### src/rtl/uart_cts_pkg.sv
package uart_cts_pkg;

  typedef enum logic [1:0] {
    TX_IDLE  = 2'd0,
    TX_START = 2'd1,
    TX_DATA  = 2'd2,
    TX_STOP  = 2'd3
  } txState_e;

  // Strobes from the control to the datapath
  typedef struct packed {
    logic loadFrame;   // capture FIFO byte into the frame register
    logic shiftFrame;  // advance to the next bit
  } dpStrobe_t;

endpackage

### src/rtl/uart_cts_dp.sv
module uart_cts_dp
  import uart_cts_pkg::*;
#(
  parameter int DATA_BITS = 8
) (
  input  logic                 clk,
  input  logic                 rstN,
  input  dpStrobe_t            strobe,
  input  logic [DATA_BITS-1:0] fifoData,
  output logic                 txOut
);

  localparam int FRAME_W = DATA_BITS + 2;

  logic [FRAME_W-1:0] frameReg;

  always_ff @(posedge clk or negedge rstN) begin
    if (!rstN) begin
      frameReg <= '1;
    end else if (strobe.loadFrame) begin
      frameReg <= {1'b1, fifoData, 1'b0};
    end else if (strobe.shiftFrame) begin
      frameReg <= {1'b1, frameReg[FRAME_W-1:1]};
    end
  end

  assign txOut = frameReg[0];

  // a load always puts the start bit on the line next cycle
  a_r1_start_low: assert property (@(posedge clk) disable iff (!rstN)
    strobe.loadFrame |=> !txOut);

endmodule

### src/rtl/uart_cts_ctrl.sv
module uart_cts_ctrl
  import uart_cts_pkg::*;
#(
  parameter int DATA_BITS   = 8,
  parameter int OVERSAMPLE  = 16,
  parameter int SYNC_STAGES = 2
) (
  input  logic      clk,
  input  logic      rstN,
  input  logic      fifoEmpty,
  input  logic      baudTick,
  input  logic      ctsN,
  input  logic      autoCtsEn,
  input  logic      intAck,
  output logic      fifoRd,
  output logic      ctsIrq,
  output logic      busy,
  output dpStrobe_t strobe
);

  localparam int TW = $clog2(OVERSAMPLE);
  localparam int BW = (DATA_BITS > 1) ? $clog2(DATA_BITS) : 1;
  localparam logic [TW-1:0] LAST_TICK = TW'(OVERSAMPLE - 1);
  localparam logic [TW-1:0] MID_TICK  = TW'(OVERSAMPLE / 2 - 1);
  localparam logic [BW-1:0] LAST_BIT  = BW'(DATA_BITS - 1);

  txState_e            state;
  logic [TW-1:0]       tickCnt;
  logic [BW-1:0]       bitCnt;
  logic [SYNC_STAGES-1:0] syncChain;
  logic                ctsSync;
  logic                ctsEdge;
  logic                ctsActive;
  logic                mayStart;
  logic                bitEnd;
  logic                startOk;

  // Clear-to-send synchronizer
  always_ff @(posedge clk or negedge rstN) begin
    if (!rstN) begin
      syncChain <= '1;
    end else begin
      syncChain <= {syncChain[SYNC_STAGES-2:0], ctsN};
    end
  end

  assign ctsSync   = syncChain[SYNC_STAGES-1];
  assign ctsEdge   = syncChain[SYNC_STAGES-1] ^ syncChain[SYNC_STAGES-2];
  assign ctsActive = !ctsSync;

  assign bitEnd  = baudTick && (tickCnt == LAST_TICK);
  assign startOk = !autoCtsEn || ctsActive || mayStart;
  assign fifoRd  = (state == TX_IDLE) && !fifoEmpty && startOk;
  assign busy    = (state != TX_IDLE);

  assign strobe.loadFrame  = fifoRd;
  assign strobe.shiftFrame = bitEnd && (state != TX_IDLE);

  // Frame sequencing
  always_ff @(posedge clk or negedge rstN) begin
    if (!rstN) begin
      state   <= TX_IDLE;
      tickCnt <= '0;
      bitCnt  <= '0;
    end else begin
      if (state != TX_IDLE && baudTick) begin
        tickCnt <= tickCnt + 1'b1;
      end
      unique case (state)
        TX_IDLE: begin
          if (fifoRd) begin
            state   <= TX_START;
            tickCnt <= '0;
            bitCnt  <= '0;
          end
        end
        TX_START: begin
          if (bitEnd) begin
            state <= TX_DATA;
          end
        end
        TX_DATA: begin
          if (bitEnd) begin
            if (bitCnt == LAST_BIT) begin
              state  <= TX_STOP;
              bitCnt <= '0;
            end else begin
              bitCnt <= bitCnt + 1'b1;
            end
          end
        end
        TX_STOP: begin
          if (bitEnd) begin
            state <= TX_IDLE;
          end
        end
        default: state <= TX_IDLE;
      endcase
    end
  end

  // Stop-bit midpoint sample: valid for the first idle cycle only
  always_ff @(posedge clk or negedge rstN) begin
    if (!rstN) begin
      mayStart <= 1'b0;
    end else if (state == TX_IDLE) begin
      mayStart <= 1'b0;
    end else if (state == TX_STOP && baudTick && tickCnt == MID_TICK) begin
      mayStart <= ctsActive;
    end
  end

  // Sticky change interrupt, only without automatic gating
  always_ff @(posedge clk or negedge rstN) begin
    if (!rstN) begin
      ctsIrq <= 1'b0;
    end else if (!autoCtsEn && ctsEdge) begin
      ctsIrq <= 1'b1;
    end else if (intAck) begin
      ctsIrq <= 1'b0;
    end
  end

  // read strobe never lasts more than one cycle
  a_r2_single_pulse: assert property (@(posedge clk) disable iff (!rstN)
    fifoRd |=> !fifoRd);

  // acknowledge clears the request when no edge coincides
  a_r8_ack_clears: assert property (@(posedge clk) disable iff (!rstN)
    (intAck && !(ctsEdge && !autoCtsEn)) |=> !ctsIrq);

  // gating enabled keeps a clear request clear
  a_r9_no_irq_auto: assert property (@(posedge clk) disable iff (!rstN)
    (autoCtsEn && !ctsIrq) |=> !ctsIrq);

endmodule

### src/rtl/uart_cts_tx.sv
module uart_cts_tx
  import uart_cts_pkg::*;
#(
  parameter int DATA_BITS   = 8,
  parameter int OVERSAMPLE  = 16,
  parameter int SYNC_STAGES = 2
) (
  input  logic                 clk,
  input  logic                 rstN,
  input  logic [DATA_BITS-1:0] fifoData,
  input  logic                 fifoEmpty,
  input  logic                 baudTick,
  input  logic                 ctsN,
  input  logic                 autoCtsEn,
  input  logic                 intAck,
  output logic                 txOut,
  output logic                 fifoRd,
  output logic                 ctsIrq
);

  dpStrobe_t strobe;
  logic      busy;

  uart_cts_ctrl #(
    .DATA_BITS  (DATA_BITS),
    .OVERSAMPLE (OVERSAMPLE),
    .SYNC_STAGES(SYNC_STAGES)
  ) ctrl_i (
    .clk      (clk),
    .rstN     (rstN),
    .fifoEmpty(fifoEmpty),
    .baudTick (baudTick),
    .ctsN     (ctsN),
    .autoCtsEn(autoCtsEn),
    .intAck   (intAck),
    .fifoRd   (fifoRd),
    .ctsIrq   (ctsIrq),
    .busy     (busy),
    .strobe   (strobe)
  );

  uart_cts_dp #(
    .DATA_BITS(DATA_BITS)
  ) dp_i (
    .clk     (clk),
    .rstN    (rstN),
    .strobe  (strobe),
    .fifoData(fifoData),
    .txOut   (txOut)
  );

  // line rests high between frames
  a_r1_idle_high: assert property (@(posedge clk) disable iff (!rstN)
    !busy |-> txOut);

endmodule

### config.mk
export PLATFORM = sky130hd
export DESIGN_NAME = uart_cts_tx
export DESIGN_NICKNAME = d
export VERILOG_FILES = /design/src/rtl/uart_cts_pkg.sv /design/src/rtl/uart_cts_dp.sv /design/src/rtl/uart_cts_ctrl.sv /design/src/rtl/uart_cts_tx.sv
export SDC_FILE = /design/constraint.sdc
export NUM_CORES = 1
export LEC_CHECK = 0
export BUFFER_PORTS_ARGS = -buffer_cell sky130_fd_sc_hd__buf_2
export CAP_MARGIN = 20
export CORE_ASPECT_RATIO = 0.9
export CORE_MARGIN = 2
export CORE_UTILIZATION = 45
export DETAILED_ROUTE_END_ITERATION = 7
export HOLD_SLACK_MARGIN = 0.12
export MAX_ROUTING_LAYER = met4
export PLACE_DENSITY = 0.67
export SLEW_MARGIN = 20
export SYNTH_ARGS = -nofsm -noshare
export SYNTH_HDL_FRONTEND = slang
export SYNTH_SLANG_ARGS = --single-unit
### constraint.sdc
create_clock -name clk -period 1.53 [get_ports clk]
set_input_delay 0.2295 -clock clk [delete_from_list [all_inputs] [get_ports clk]]
set_output_delay 0.2295 -clock clk [all_outputs]
set_load 0.01 [all_outputs]
=== Yosys cells after proc, flatten, opt, wreduce, memory -nomap -nowiden ===
Index checks and enable logic that the tools add are counted.

* Register bits: 23
* Bits of input ports: 15
* Output and inout port bits: 3
* Word-level logic and storage cells: 61

* Add/subtract/negate cells: 2
* Eq/ne operators: 11
* Mux-type cells: 19
* Bitwise logic cells: 1
* Reductions and logical operators: 21

{| class="wikitable"
|+ Operator list
! cell !! number
|-
| $mux 10 || 2
|-
| $mux 4 || 3
|-
| $mux 2 || 5
|-
| $reduce_bool 2->1 || 5
|-
| $mux 3 || 3
|-
| $logic_and 1x1->1 || 8
|-
| $ne 2x1->1 const B || 4
|-
| $pmux 2 s4 || 1
|-
| $pmux 3 s2 || 1
|-
| $reduce_and 5->1 || 1
|-
| $add 4x1->4 const B || 1
|-
| $eq 2x2->1 const B || 2
|-
| $eq 4x3->1 const B || 1
|-
| $eq 4x4->1 const B || 1
|-
| $mux 1 || 4
|-
| $add 3x1->3 const B || 1
|-
| $eq 3x3->1 const B || 1
|-
| $logic_not 1->1 || 3
|-
| $reduce_and 3->1 || 1
|-
| $eq 2x1->1 const B || 1
|-
| $logic_not 2->1 || 1
|-
| $logic_or 1x1->1 || 2
|-
| $ne 2x2->1 const B || 1
|-
| $xor 1x1->1 || 1
|}

=== Longest topological paths before layout ===
* Depth after elaboration: 6
* Gate-level depth with buffers: 8
* Mapped depth without buffers: 6

=== Modules after synthesis ===
From an unflattened synthesis, not the netlist that was laid out.

* Cells, all modules: 107
* Area total of the unflattened synthesis: 1,158.6 um^2

{| class="wikitable"
|+ By module, submodules not included
! module !! instances !! cells an instance !! area an instance (um^2) !! sequential area each (um^2)
|-
| uart_cts_ctrl || 1 || 70 || 742.0 || 327.8
|-
| uart_cts_dp || 1 || 37 || 416.6 || 236.5
|}

=== Worst setup path before layout ===
Ideal clock, no wire load.

* Path type: register -> register
* Start: register ctrl_i.state[0]
* End: register dp_i.frameReg[1]
* Setup time: 77 ps
* Arrival: 1,534 ps
* Required time: 1,453 ps
* Setup slack: -81 ps
* Cell stages (with the launch flop): 9
* Cells stage by stage: dfrtp_1 -> inv_1 -> ha_1 -> buf_6 -> nor2b_4 -> and4_4 -> buf_8 -> mux2i_1 -> o21ai_2

* Longest elaborated chain between the ends: 4
* Elaborated cells between the ends (all ways): 7

{| class="wikitable"
|+ RTL lines
! what !! RTL line !! RTL
|-
| start: declaration || uart_cts_ctrl.sv:27 || <nowiki>txState_e state;</nowiki>
|-
| start signal: assignment || uart_cts_ctrl.sv:62 || <nowiki>state <= TX_IDLE;</nowiki>
|-
| start signal: assignment || uart_cts_ctrl.sv:72 || <nowiki>state <= TX_START;</nowiki>
|-
| start signal: assignment || uart_cts_ctrl.sv:79 || <nowiki>state <= TX_DATA;</nowiki>
|-
| $logic_not 2->1 || uart_cts_ctrl.sv:53 || <nowiki>assign fifoRd = (state == TX_IDLE) && !fifoEmpty && startOk;</nowiki>
|-
| $logic_and 1x1->1 (2 in series) || uart_cts_ctrl.sv:53 ||
|-
| $mux 10 or $reduce_bool 2->1 (tied branches) || - ||
|-
| end signal: assignment || uart_cts_dp.sv:21 || <nowiki>frameReg <= {1'b1, fifoData, 1'b0};</nowiki>
|-
| end signal: assignment || uart_cts_dp.sv:23 || <nowiki>frameReg <= {1'b1, frameReg[FRAME_W-1:1]};</nowiki>
|-
| end: declaration || uart_cts_dp.sv:15 || <nowiki>logic [FRAME_W-1:0] frameReg;</nowiki>
|}

Parallel ways exist; a longest one is shown, timed or not.
A chain may end at the register's enable or synchronous reset.

=== Worst setup path in the final report ===
* Start: register ctrl_i.state[1]
* End: output port fifoRd

* Longest elaborated chain between the ends: 3

{| class="wikitable"
|+ RTL lines
! what !! RTL line !! RTL
|-
| $logic_not 2->1 || uart_cts_ctrl.sv:53 ||
|-
| $logic_and 1x1->1 (2 in series) || uart_cts_ctrl.sv:53 ||
|-
| end: declaration || uart_cts_tx.sv:17 || <nowiki>output logic fifoRd,</nowiki>
|}

No other way between the ends.

==> results by group <==
Status
  • Status: complete, but fails checks
  • Failing checks: setup timing

Global route
  • First-pass GRT wire length: 4.20 mm
  • Met3 Use GR: 0.0505
  • Vias in the first global route: 942
  • Met1 global-route usage: 0.245
  • Largest net degree at the start of global routing: 23
  • Initial antenna violation count: 0
  • GRT overflow: 0
  • Tot GR Track Use: 0.186
  • GR Layer Usage met2: 0.300
  • GRT busiest layer: met2

Worst setup path
  • RR Endpoint: dp_i.frameReg[1]
  • Crit-path max FO: 2
  • CP Launch Type: flip-flop
  • Critical Path RT: between 1 and 1.5 ns
  • Worst r2r src: ctrl_i.state[0]
  • R2R depth: 8
  • Setup crit end kind: output port
  • Crit path DAT: approximately 1.5 ns
  • Crit-path max cell delay: about 0.4 ns
  • Worst-path cell chain: inv_2 -> ha_4 -> or3b_4 -> clkinv_4 -> buf_6
  • Worst path slowest cell: dfrtp_1
  • R2R Setup Slk: -0.10 ns
  • CP Class: reg2out

Timing
  • Final Hold Fails: 0
  • Relative slew slack: 0.675
  • Final setup TNS: -0.824 ns
  • Setup Skew: ~0.0045 ns
  • Min Hold Slack: 0.281 ns
  • Final worst slack: -0.186 ns
  • Final period utilization: 1.12
  • Max-slew violations: 0
  • Unrepaired setup endpoints after global routing: yes
  • Min Tclk post-route: 1.72 ns
  • Fmax: 0.583 GHz
  • Worst slew pin tran: 0.488 ns
  • Final setup vio count: 10

Floorplanning
  • Row count: 18
  • Die width: 59.4 µm
  • Core Region: 2680 µm²
  • Die area: 3200 µm²
  • Initial core utilization: 0.464
  • # IOs: 18
  • Die height: 53.9 µm

Yosys
  • Post-synthesis simple-gate area fraction: 0.151
  • Yosys top cell by area: dfstp_2
  • Post-synth EDFFs: 0
  • Syn Area/Cell: around 11 µm²
  • Xor/xnor share of the synthesized area: 0.0282
  • Mapped Cells: 112
  • Synth Area in Compound Gates: 0.141
  • Multiplexer area fraction after synthesis: 0.0896
  • Synth top area share: 0.233
  • Netlist cell types: 38
  • Most used DFF post-synth: dfstp_2
  • Adder-Cell Fraction of Synth Area: 0.0705
  • Largest family of logic cells by synthesized area: simple AND/OR/NAND/NOR gates
  • Sequential-to-total area share from yosys stat: 0.454
  • Syn nets: between 100 and 150
  • Fraction of registers with async set or reset after synthesis: 1.00
  • Ranking of synthesized cells by area: dfstp_2 23%, dfrtp_1 22%, mux2i_1 8.1%
  • Yosys warning total: 0
  • Synthesized area: 1240 µm²
  • Post-synthesis register bit count: 22

Detailed routing
  • Drt via density: 5.13
  • Routed WL per cell: 14.2 µm
  • Drt first pass iters: 6
  • WL final: 2.83 mm
  • ANT nets after route: 0
  • DRC: 0
  • Vias: 1020
  • DRT iter0 DRCs: 45

CTS
  • H-tree depth: 1
  • Worst skew pair latency: 0.31 ns
  • Max clock buf depth: 2
  • TritonCTS clock tree: yes
  • CTS sink cnt: 22
  • Reg clk slew, reported paths: ~0.12 ns
  • CTS root buffer: clkbuf_4
  • Cts bufs inserted: 3

Pwr
  • Peak VDD IR: 1200 µV
  • PD cells: 1580 nW/µm²
  • Total power: around 2.9 mW
  • Leak: 0.796 nW

Layout
  • Design Area, Final: 1810 µm²
  • Fillers: 216
  • Post-layout nets: 192
  • Synth-to-Final Area Change: 45.3%
  • Layout cell share with drive strength beyond 1: 0.538
  • Fin util: 0.674
  • Final non-filler cell total: between 150 and 200
  • N_diodes: 0

Place
  • Placed inst area: 1440 µm²
  • Port bufs: 17
  • RD Place Congestion: 0.708
  • Post-DP HPWL: 1.74 mm
  • Place WS: -0.0284 ns
  • Dpl cells: 170

Job
  • Max Cap Violations: 0

Worst hold path
  • Hold WC Path Type: in2reg
  • WHS Endpoint: ctrl_i.mayStart
  • Hold Crit Start: baudTick
  • Hold Crit Depth: 4
-- repair_timing --
action | 4_1_cts | 5_1_grt
pin swaps | 4 | 6
hold buffers | 12 | 0
gates cloned | 1 | 0
endpoints found under the setup margin | 6 | 16
hold endpoints to repair | 21 | 0
buffers inserted | 4 | 8
resized for setup | 9 | 21
-- critical path: cells and delay by family, from the launching register on --
kind	cells	cell delay, ns
buffers and inverters	3	0.24
and+or+nand+nor	1	0.40
adders and majority gates	1	0.14
DFF	1	0.40
-- cell usage in the layout (no fill, tap or decap), types with 2 or more instances in the layout --
master,n
mux2i_1,8
clkbuf_4,3
xnor2_1,2
and4_4,3
o21ai_1,3
dfstp_2,11
o21ai_2,6
xor2_1,2
buf_2,16
inv_2,3
mux2i_2,2
ha_1,4
nand2_2,3
nand4_1,2
ha_4,2
o21ai_0,2
dlygate4sd3_1,12
buf_4,23
nor2_1,8
dfrtp_1,11
buf_6,4
nand2_1,12
-- metal layers --
| layer | vias to the layer above | wire, µm |
|---|---|---|
| met3 | 0 | 99 |
| li1 | 515 | - |
| met5 | - | 0 |
| met4 | 0 | 0 |
| met1 | 491 | 1390 |
| met2 | 14 | 1340 |
-- sequential cells by signal, indices dropped and copies added (netlist names) --
| signal | flops |
|---|---|
| dp_i.frameReg | 9 |
| ctrl_i.mayStart | 1 |
| ctrl_i.ctsIrq | 1 |
| ctrl_i.state | 2 |
| ctrl_i.bitCnt | 3 |
| ctrl_i.syncChain | 2 |
| ctrl_i.tickCnt | 4 |
-- worst max path at each step --
stage                    start               end  slack (ns)  depth (start not counted)
6_report       ctrl_i.state[1]            fifoRd       -0.19                          5
5_1_grt        ctrl_i.state[1]            fifoRd       -0.23                          5
4_1_cts        ctrl_i.state[0]            fifoRd       -0.19                          5
3_5_place_dp   ctrl_i.state[0]   ctrl_i.state[1]       -0.03                          6
3_3_place_gp   ctrl_i.state[1]            fifoRd       0.006                          5
2_1_floorplan  ctrl_i.state[1]  dp_i.frameReg[1]       -0.03                          8
-- cells in the mapped netlist (2+ instances only) --
cell type   n
o221ai_1    2
xor2_1      2
nor2_1      9
dfrtp_1    11
nand4_1     2
mux2i_1    10
buf_6       2
a21oi_1     2
inv_1       4
dfstp_2    11
o21ai_0     4
xnor2_1     2
nand2_1    14
o21ai_2     7
ha_1        7
-- cell type report --
cell class,count,area [µm²],area share
clock buffers,4,36.3,0.0201
inverters,5,23.8,0.0132
multi-input cells,82,706,0.391
flip-flops and latches,22,564,0.313
well taps,30,37.5,0.0208
repair buffers,56,438,0.243
-- cell families (layout without fill, tap and decap cells) --
kind of cell / Yosys count / count (layout)
fa+ha+maj: 7 / 7
simple gates: 35 / 36
mux: 11 / 11
xor+xnor: 4 / 4
flops: 22 / 22
compound gates: 24 / 24
buf+inv: 9 / 65
-- power by group --
part	total (mW)	switching (mW)	internal, mW
logic	1.60	0.717	0.881
clock network	0.322	0.176	0.145
registers	0.941	0.105	0.836
Note: power is estimated with default switching activity, not from simulation.
